### src/rtl/dbi_pkg.sv
package dbi_pkg;
  // Byte offsets of the register bus.
  localparam int unsigned OFS_LEVEL  = 32'h00;
  localparam int unsigned OFS_ENABLE = 32'h04;
  localparam int unsigned OFS_POLAR  = 32'h14;
  localparam int unsigned OFS_IRQEN  = 32'h18;
  localparam int unsigned OFS_RAW    = 32'h1C;
  localparam int unsigned OFS_MASKED = 32'h20;
  localparam int unsigned OFS_CLEAR  = 32'h24;
  localparam int unsigned OFS_ARM    = 32'h28;
  localparam int unsigned OFS_LEN0   = 32'h40;
  localparam int unsigned LEN_STRIDE = 32'h04;

  // Width of a counter that must reach limit-1.
  function automatic int unsigned cnt_width(input int unsigned limit);
    return (limit > 1) ? $clog2(limit) : 1;
  endfunction
endpackage

### src/rtl/dbi_tick_gen.sv
module dbi_tick_gen #(
  parameter int unsigned TICK_DIV = 25000
) (
  input  logic clk,
  input  logic rst_n,
  output logic tick_o
);
  localparam int unsigned CW = dbi_pkg::cnt_width(TICK_DIV);
  localparam logic [CW-1:0] LAST = CW'(TICK_DIV - 1);

  logic [CW-1:0] div_q;

  always_ff @(posedge clk or negedge rst_n) begin
    if (!rst_n) begin
      div_q <= '0;
    end else if (div_q == LAST) begin
      div_q <= '0;
    end else begin
      div_q <= div_q + 1'b1;
    end
  end

  assign tick_o = (div_q == LAST);
endmodule

### src/rtl/dbi_pin_filter.sv
module dbi_pin_filter #(
  parameter int unsigned SYNC_STAGES = 2,
  parameter int unsigned LEN_W       = 12
) (
  input  logic             clk,
  input  logic             rst_n,
  input  logic             pin_i,
  input  logic             enable_i,
  input  logic             tick_i,
  input  logic [LEN_W-1:0] len_i,
  output logic             level_o
);
  logic [SYNC_STAGES-1:0] sync_q;
  logic [LEN_W-1:0]       run_q;
  logic [LEN_W-1:0]       run_last;
  logic                   sampled;
  logic                   level_q;

  generate
    if (SYNC_STAGES == 1) begin : g_one
      always_ff @(posedge clk or negedge rst_n) begin
        if (!rst_n) sync_q <= '0;
        else        sync_q <= pin_i;
      end
    end else begin : g_many
      always_ff @(posedge clk or negedge rst_n) begin
        if (!rst_n) sync_q <= '0;
        else        sync_q <= {sync_q[SYNC_STAGES-2:0], pin_i};
      end
    end
  endgenerate

  assign sampled  = sync_q[SYNC_STAGES-1];
  // A length of zero is treated as one tick.
  assign run_last = (len_i == '0) ? '0 : len_i - 1'b1;

  always_ff @(posedge clk or negedge rst_n) begin
    if (!rst_n) begin
      level_q <= 1'b0;
      run_q   <= '0;
    end else if (!enable_i) begin
      level_q <= 1'b0;
      run_q   <= '0;
    end else if (sampled == level_q) begin
      run_q   <= '0;
    end else if (tick_i) begin
      if (run_q >= run_last) begin
        level_q <= sampled;
        run_q   <= '0;
      end else begin
        run_q   <= run_q + 1'b1;
      end
    end
  end

  assign level_o = level_q;
endmodule

### src/rtl/dbi_irq_core.sv
module dbi_irq_core #(
  parameter int unsigned NUM_PINS = 8
) (
  input  logic                clk,
  input  logic                rst_n,
  input  logic [NUM_PINS-1:0] level_i,
  input  logic [NUM_PINS-1:0] enable_i,
  input  logic [NUM_PINS-1:0] polar_i,
  input  logic [NUM_PINS-1:0] irqen_i,
  input  logic                arm_wr_i,
  input  logic                clr_wr_i,
  input  logic [NUM_PINS-1:0] wdata_i,
  output logic [NUM_PINS-1:0] raw_o,
  output logic [NUM_PINS-1:0] arm_o,
  output logic                irq_o
);
  logic [NUM_PINS-1:0] raw_q;
  logic [NUM_PINS-1:0] arm_q;
  logic [NUM_PINS-1:0] hit;
  logic [NUM_PINS-1:0] clr_mask;
  logic [NUM_PINS-1:0] arm_next;

  assign hit      = enable_i & irqen_i & arm_q & ~(level_i ^ polar_i);
  assign clr_mask = clr_wr_i ? wdata_i : '0;
  assign arm_next = arm_wr_i ? wdata_i : arm_q;

  always_ff @(posedge clk or negedge rst_n) begin
    if (!rst_n) begin
      raw_q <= '0;
      arm_q <= '0;
    end else begin
      raw_q <= (raw_q & ~clr_mask) | hit;   // event beats clear
      arm_q <= arm_next & ~hit;             // event consumes the arm bit
    end
  end

  assign raw_o = raw_q;
  assign arm_o = arm_q;
  assign irq_o = |(raw_q & irqen_i);
endmodule

### src/rtl/dbi_bank.sv
module dbi_bank #(
  parameter int unsigned NUM_PINS    = 8,
  parameter int unsigned TICK_DIV    = 25000,
  parameter int unsigned LEN_W       = 12,
  parameter int unsigned SYNC_STAGES = 2,
  parameter int unsigned ADDR_W      = 8,
  parameter int unsigned DATA_W      = 32
) (
  input  logic                clk,
  input  logic                rst_n,
  input  logic [NUM_PINS-1:0] pins_i,
  input  logic                bus_wr,
  input  logic [ADDR_W-1:0]   bus_addr,
  input  logic [DATA_W-1:0]   bus_wdata,
  output logic [DATA_W-1:0]   bus_rdata,
  output logic                irq_o
);
  import dbi_pkg::*;

  localparam logic [ADDR_W-1:0] A_LEVEL  = ADDR_W'(OFS_LEVEL);
  localparam logic [ADDR_W-1:0] A_ENABLE = ADDR_W'(OFS_ENABLE);
  localparam logic [ADDR_W-1:0] A_POLAR  = ADDR_W'(OFS_POLAR);
  localparam logic [ADDR_W-1:0] A_IRQEN  = ADDR_W'(OFS_IRQEN);
  localparam logic [ADDR_W-1:0] A_RAW    = ADDR_W'(OFS_RAW);
  localparam logic [ADDR_W-1:0] A_MASKED = ADDR_W'(OFS_MASKED);
  localparam logic [ADDR_W-1:0] A_CLEAR  = ADDR_W'(OFS_CLEAR);
  localparam logic [ADDR_W-1:0] A_ARM    = ADDR_W'(OFS_ARM);

  logic                tick;
  logic [NUM_PINS-1:0] en_q;
  logic [NUM_PINS-1:0] pol_q;
  logic [NUM_PINS-1:0] ie_q;
  logic [NUM_PINS-1:0] level_vec;
  logic [NUM_PINS-1:0] raw_vec;
  logic [NUM_PINS-1:0] arm_vec;
  logic [LEN_W-1:0]    len_q [NUM_PINS];
  logic [NUM_PINS-1:0] wdata_pins;
  logic [DATA_W-1:0]   len_rd;
  logic                unused_wdata;

  assign wdata_pins   = bus_wdata[NUM_PINS-1:0];
  assign unused_wdata = ^bus_wdata;

  dbi_tick_gen #(.TICK_DIV(TICK_DIV)) u_tick (
    .clk    (clk),
    .rst_n  (rst_n),
    .tick_o (tick)
  );

  always_ff @(posedge clk or negedge rst_n) begin
    if (!rst_n) begin
      en_q  <= '0;
      pol_q <= '0;
      ie_q  <= '0;
    end else if (bus_wr) begin
      if (bus_addr == A_ENABLE) en_q  <= wdata_pins;
      if (bus_addr == A_POLAR)  pol_q <= wdata_pins;
      if (bus_addr == A_IRQEN)  ie_q  <= wdata_pins;
    end
  end

  generate
    for (genvar n = 0; n < NUM_PINS; n++) begin : g_pin
      localparam logic [ADDR_W-1:0] A_LEN = ADDR_W'(OFS_LEN0 + LEN_STRIDE * n);

      always_ff @(posedge clk or negedge rst_n) begin
        if (!rst_n)                           len_q[n] <= '0;
        else if (bus_wr && bus_addr == A_LEN) len_q[n] <= bus_wdata[LEN_W-1:0];
      end

      dbi_pin_filter #(
        .SYNC_STAGES (SYNC_STAGES),
        .LEN_W       (LEN_W)
      ) u_filter (
        .clk      (clk),
        .rst_n    (rst_n),
        .pin_i    (pins_i[n]),
        .enable_i (en_q[n]),
        .tick_i   (tick),
        .len_i    (len_q[n]),
        .level_o  (level_vec[n])
      );
    end
  endgenerate

  dbi_irq_core #(.NUM_PINS(NUM_PINS)) u_irq (
    .clk      (clk),
    .rst_n    (rst_n),
    .level_i  (level_vec),
    .enable_i (en_q),
    .polar_i  (pol_q),
    .irqen_i  (ie_q),
    .arm_wr_i (bus_wr && bus_addr == A_ARM),
    .clr_wr_i (bus_wr && bus_addr == A_CLEAR),
    .wdata_i  (wdata_pins),
    .raw_o    (raw_vec),
    .arm_o    (arm_vec),
    .irq_o    (irq_o)
  );

  always_comb begin
    len_rd = '0;
    for (int n = 0; n < NUM_PINS; n++) begin
      if (bus_addr == ADDR_W'(OFS_LEN0 + LEN_STRIDE * n)) len_rd = DATA_W'(len_q[n]);
    end
  end

  always_comb begin
    case (bus_addr)
      A_LEVEL:  bus_rdata = DATA_W'(level_vec);
      A_ENABLE: bus_rdata = DATA_W'(en_q);
      A_POLAR:  bus_rdata = DATA_W'(pol_q);
      A_IRQEN:  bus_rdata = DATA_W'(ie_q);
      A_RAW:    bus_rdata = DATA_W'(raw_vec);
      A_MASKED: bus_rdata = DATA_W'(raw_vec & ie_q);
      A_ARM:    bus_rdata = DATA_W'(arm_vec);
      default:  bus_rdata = len_rd;
    endcase
  end
endmodule

### config.mk
export PLATFORM = sky130hd
export DESIGN_NAME = dbi_bank
export DESIGN_NICKNAME = d
export VERILOG_FILES = /design/src/rtl/dbi_pkg.sv /design/src/rtl/dbi_tick_gen.sv /design/src/rtl/dbi_pin_filter.sv /design/src/rtl/dbi_irq_core.sv /design/src/rtl/dbi_bank.sv
export SDC_FILE = /design/constraint.sdc
export NUM_CORES = 1
export LEC_CHECK = 0
export ABC_AREA = 1
export BUFFER_PORTS_ARGS = -buffer_cell sky130_fd_sc_hd__buf_2
export CAP_MARGIN = 20
export CORE_MARGIN = 5
export CORE_UTILIZATION = 63
export DETAILED_ROUTE_END_ITERATION = 10
export GPL_ROUTABILITY_DRIVEN = 0
export PLACE_DENSITY = 0.79
export RECOVER_POWER = 50
export REMOVE_ABC_BUFFERS = 1
export SLEW_MARGIN = 20
export SYNTH_ARGS = -nofsm -noshare
export SYNTH_HDL_FRONTEND = slang
export SYNTH_HIERARCHICAL = 1
export SYNTH_SLANG_ARGS = --single-unit
### constraint.sdc
create_clock -name clk -period 3.1 [get_ports clk]
set_clock_uncertainty 0.05 [all_clocks]
set_input_delay 0.465 -clock clk [delete_from_list [all_inputs] [get_ports clk]]
set_output_delay 0.465 -clock clk [all_outputs]
set_load 0.05 [all_outputs]
# Word level (Yosys, flattened, before mapping)
# Cells that the tools add are included.
# Widths: inputs -> output; s select.
# classes
addsub,17
n_lt_le_gt_ge,8
n_eq_ne,56
muxes,84
bitwise,12
n_reduce_logical,31
# op_table
cell,n
$mux 12,41
$mux 32,7
$pmux 32 s7,1
$add 12x1->12 const B,8
$ge 12x12->1,8
$logic_not 12->1,8
$sub 12x1->12 const B,8
$eq 8x7->1 const B,8
$and 8x8->8,7
$mux 1,32
$ne 2x1->1 const B,16
$eq 8x5->1 const B,3
$eq 8x6->1 const B,3
$ne 3x1->1 const B,8
$not 8->8,3
$reduce_and 3->1,8
$mux 8,2
$ne 2x2->1 const B,8
$add 15x1->15 const B,1
$eq 15x15->1 const B,1
$mux 15,1
$logic_and 1x1->1,10
$eq 1x1->1,8
$eq 8x3->1 const B,1
other kinds (5),7
# word_totals
register_bits,271
output_inout_bits,33
word_cells,246

# Logic depth before layout (Yosys ltp)
# depth
depth_word,10
depth_mapped,20
ltp_nobuf,20

# Modules after synthesis
# The synthesis kept the hierarchy.
# by_module_without_submodules
mod,instances,cells_per_inst,area_each_um2,seq_area_each_um2
dbi_bank,1,754,6178.4,3002.9
dbi_pin_filter at g_pin[3].u_filter ...,4,220,1462.7,375.4
dbi_pin_filter at g_pin[0].u_filter,1,217,1472.7,375.4
dbi_pin_filter at g_pin[1].u_filter,1,214,1462.7,375.4
dbi_pin_filter at g_pin[2].u_filter,1,219,1457.6,375.4
dbi_pin_filter at g_pin[7].u_filter,1,209,1432.6,375.4
dbi_irq_core,1,170,1037.2,400.4
dbi_tick_gen,1,123,893.4,375.4

# Worst setup path before layout
# OpenSTA, ideal clock, no wires.
# synth_timing
path_type,reg-to-reg
startpoint,register len_q[72] (netlist name)
endpoint,register g_pin[1].u_filter.run_q[11]
arrival_ns,2.187
required_ns,2.973
slack_ns,0.785
stages_incl_launch_ff,17
synth_period_minus_slack_ns,2.315
cell_sequence,dfrtp_1 inv_1 ha_1 nand2_1 nor3_1 nand3_2 nand3_1 ha_1 nand2_1 inv_1 nand2_1 nand2_1 a21oi_4 nand2_4 inv_2 nand2_1 a21oi_1
# synth_via
elab_chain_cells,7
# synth_rtl
element,line,source
from (decl),dbi_bank.sv:36,logic [LEN_W-1:0] len_q [NUM_PINS];
"from (signal, indexed assignment)",dbi_bank.sv:68,else if (bus_wr && bus_addr == A_LEN) len_q[n] <= bus_wdata[LEN_W-1:0];
$sub 12x1->12 / $logic_not 12->1 (equally long branches),dbi_pin_filter.sv:35,assign run_last = (len_i == '0) ? '0 : len_i - 1'b1;
$mux 12 (*),dbi_pin_filter.sv:35,
$ge 12x12->1 (*),dbi_pin_filter.sv:47,if (run_q >= run_last) begin
$mux 12 (*),dbi_pin_filter.sv:47,
$mux 12 (*),dbi_pin_filter.sv:46,end else if (tick_i) begin
$mux 12 (*),dbi_pin_filter.sv:44,end else if (sampled == level_q) begin
$mux 12 (*),dbi_pin_filter.sv:41,end else if (!enable_i) begin
to (signal assigned),dbi_pin_filter.sv:51,run_q <= run_q + 1'b1;
to (decl),dbi_pin_filter.sv:14,logic [LEN_W-1:0] run_q;
# Every way passes the cells marked *; elsewhere a longest branch is shown, timed or not. The select of a mux whose other input is x is not followed.
# A chain may end at the register's enable or synchronous reset.

# Final worst setup path
# layout_timing
startpoint,input port bus_addr[1]
endpoint,output port bus_rdata[3]
# layout_via
elab_chain_cells,10
# layout_rtl
element,line,source
from (decl),dbi_bank.sv:13,"input logic [ADDR_W-1:0] bus_addr,"
$eq 8x7->1,dbi_bank.sv:104,if (bus_addr == ADDR_W'(OFS_LEN0 + LEN_STRIDE * n)) len_rd = DATA_W'(len_q[n]);
$mux 12,dbi_bank.sv:104,
$mux 32 (7 in series),dbi_bank.sv:104,
$pmux 32 s7 (*),dbi_bank.sv:109,case (bus_addr)
to (decl),dbi_bank.sv:15,"output logic [DATA_W-1:0] bus_rdata,"
# Every way passes the cells marked *; elsewhere a longest branch is shown, timed or not.

==> run summary <==
Tcrit/Tclk final: 0.944
Core area: 30800 sq um
DR vias: 18500
Detail Placement HPWL: 37300 um
Global-route wire length before repair: 84300 um
Synth Flop Type: dfrtp_1
Total CTS buffers: 31
Remaining routing DRC violations: 0
Worst slew pin tran: 2.10 ns
Cells after synthesis: 2786
Unrepaired setup endpoints after global routing: false
I/O pins: 84
Leak: 10.7 nW
Crit path max fanout: 9
Final Max Tran Viols: 80
Cell Pwr Density: 481 nW/um^2
Full die area: 35000 sq um
Crit Path Class: in -> out
Final setup TNS: 0 ns
Failing checks: max-capacitance violations, max-slew violations
Critical Path RT: 2.58 ns
Total Routing Usage GR: 0.283
Worst slew margin: -0.400
Max H-tree Level: 1
Netlist cell types: 45
Finished Layout Cells: 3259
Placed insts: 3193
Final Hold Vio Count: 0
Tmin final: 2.93 ns
Area grow syn2layout: 7.43%
Hold WS: 0.0963 ns
Nets: 3011
Starting Density: 0.642
Worst setup SP type: input port
Number of flops mapped to enable cells by yosys: 0
Commonest non-fill, non-tap cells in the layout: nand2_1, inv_1, nor2_1
Worst-path clk slew: 0.06 ns
Die height: 187 um
Clock latency on the worst-skew pair: 0.60 ns
CTS resizes: 0
Synth async-reset ratio: 1.00
CP Capture Type: output pin
Outcome: finished with violations
Number of global-route vias before repair: 17600
Post-DRT Antenna Nets: 0
Remaining Overflow, GRT: 0
CP arrival: 2.41 ns
Initial DRC Count: 1558
Wirelength per Cell: 15.5 um
Setup violations, final: 0
CTS max path bufs: 3
CTS root buffer: clkbuf_16
Mapped Area: 19800 sq um
IO buf count: 43
Total routed wirelength: 50600 um
Rows: 64
Hold Crit Class: in -> reg
CTS tree: done
TritonRoute pass-1 iters: 8
Largest net degree at the start of global routing: 81
Initial antenna violation count: 1
Post-synthesis sequential area ratio: 0.343
Commonest non-fill, non-tap cell in the layout: nand2_1
Maximum clock frequency: 342 MHz
Share of cells above drive strength 1: 0.119
Max-Cap Viols: 1
Synthesized area per cell: 7.10 sq um
Peak supply drop: 0.000479 V
Die width: 187 um
Clock Sinks: 271
#FFs+latches synth: 271
Synth warn: 6
Via density per instance: 5.68
==> critical path, cell delays in order <==
cell	delay [ns]
clkbuf_1	0.09
nor2_1	0.24
nand3_1	0.31
nor2_2	0.55
nand2_1	0.10
o211ai_1	0.17
nor2_1	0.09
nand2_1	0.12
buf_2	0.28
==> cell families (layout without fill, tap and decap cells) <==
| kind of cell | Yosys count | in the layout | share of synthesized area |
|---|---|---|---|
| AND/OR/NAND/NOR | 1554 | 1554 | 0.361 |
| flip-flops | 271 | 271 | 0.343 |
| other | 1 | 21 | 0.000190 |
| AO/OA/AOI/OAI | 353 | 353 | 0.101 |
| adder cells (fa/ha/maj) | 121 | 121 | 0.0765 |
| buffers and inverters | 433 | 490 | 0.0944 |
| XOR/XNOR | 53 | 53 | 0.0235 |
==> routing by layer <==
| metal | track usage | up-vias | share of wire | wire length, um |
|---|---|---|---|---|
| met1 | 0.373 | 8612 | 0.42 | 21300 |
| met5 | 0 | - | 0 | 0 |
| met2 | 0.483 | 685 | 0.48 | 24000 |
| met3 | 0.0416 | 146 | 0.071 | 3580 |
| li1 | - | 9073 | - | - |
| met4 | 0.0919 | 0 | 0.034 | 1700 |
==> through the flow <==
| stage | total power [W] | utilization | instance area [sq um] | setup WS (ns) |
|---|---|---|---|---|
| after floorplan | 0.00587 | - | 19400 | 0.299 |
| after global placement | 0.00636 | 0.657 | 20300 | 0.335 |
| after detailed placement | 0.00650 | 0.657 | 20300 | 0.284 |
| after CTS | 0.0103 | 0.694 | 21400 | 0.277 |
| after global routing | 0.0108 | 0.689 | 21300 | 0.0267 |
| final | 0.0102 | 0.689 | 21300 | 0.173 |
==> area by class of cell <==
| type | count | area (sq um) |
|---|---|---|
| antenna | 1 | 2.50 |
| clock buffer | 36 | 835 |
| clock inverter | 20 | 215 |
| fill | 2491 | 9570 |
| inverter | 370 | 1410 |
| multi-input combinational | 2101 | 11100 |
| sequential | 271 | 6780 |
| tap | 396 | 495 |
| timing repair buffer | 64 | 405 |
==> registers in the layout, indices dropped and copies added (netlist names) <==
signal,cells
pol_q,8
en_q,8
ie_q,8
u_tick/div_q,15
g_pin.u_filter/run_q,96
len_q,96
u_irq/arm_o,8
u_irq/raw_o,8
g_pin.u_filter/sync_q,16
g_pin.u_filter/level_o,8
==> power breakdown <==
part / switching, W / total [W] / internal, W
Sequential: 0.000189 / 0.00387 / 0.00368
Clock: 0.00158 / 0.00377 / 0.00219
Combinational: 0.00168 / 0.00260 / 0.000917
Total: 0.00345 / 0.0102 / 0.00679
==> path summary, 6_finish.rpt <==
path | from | slack [ns] | cells past startpoint | endpoint
hold reg to reg | g_pin[5].u_filter/sync_q[0] | 0.31 | 0 | g_pin[5].u_filter/sync_q[1]
min in group asynchronous | rst_n | 0.96 | 2 | u_tick/div_q[5]
setup reg to reg | len_q[12] | 0.31 | 16 | g_pin[6].u_filter/run_q[11]
max in group asynchronous | rst_n | 0.61 | 3 | ie_q[1]
setup / recovery | bus_addr[1] | 0.17 | 9 | bus_rdata[3]
hold / removal | bus_wdata[7] | 0.1 | 3 | en_q[7]
==> cell usage after synthesis (all sizes together), types with 6 or more instances <==
cell    count  area share
a31o        7      0.0031
nand2     836        0.17
nor3       57       0.018
ha        121       0.077
inv       368       0.071
o21ai     156       0.042
a31oi      18      0.0057
nor2      347       0.083
xor2       22      0.0097
xnor2      31       0.014
nand4      73       0.023
o211ai      8      0.0030
nand3b      8      0.0030
a21oi     146       0.041
buf        58       0.022
o22ai      10      0.0032
o21a        6      0.0023
or2        25      0.0079
nand3     207       0.055
dfrtp     271        0.34
==> repair_timing <==
item                      4_1_cts  5_1_grt
buffers inserted                0        0
hold endpoints to repair       85        0
hold buffers                    9        0
No activity file was read; power rests on OpenSTA's default activity.
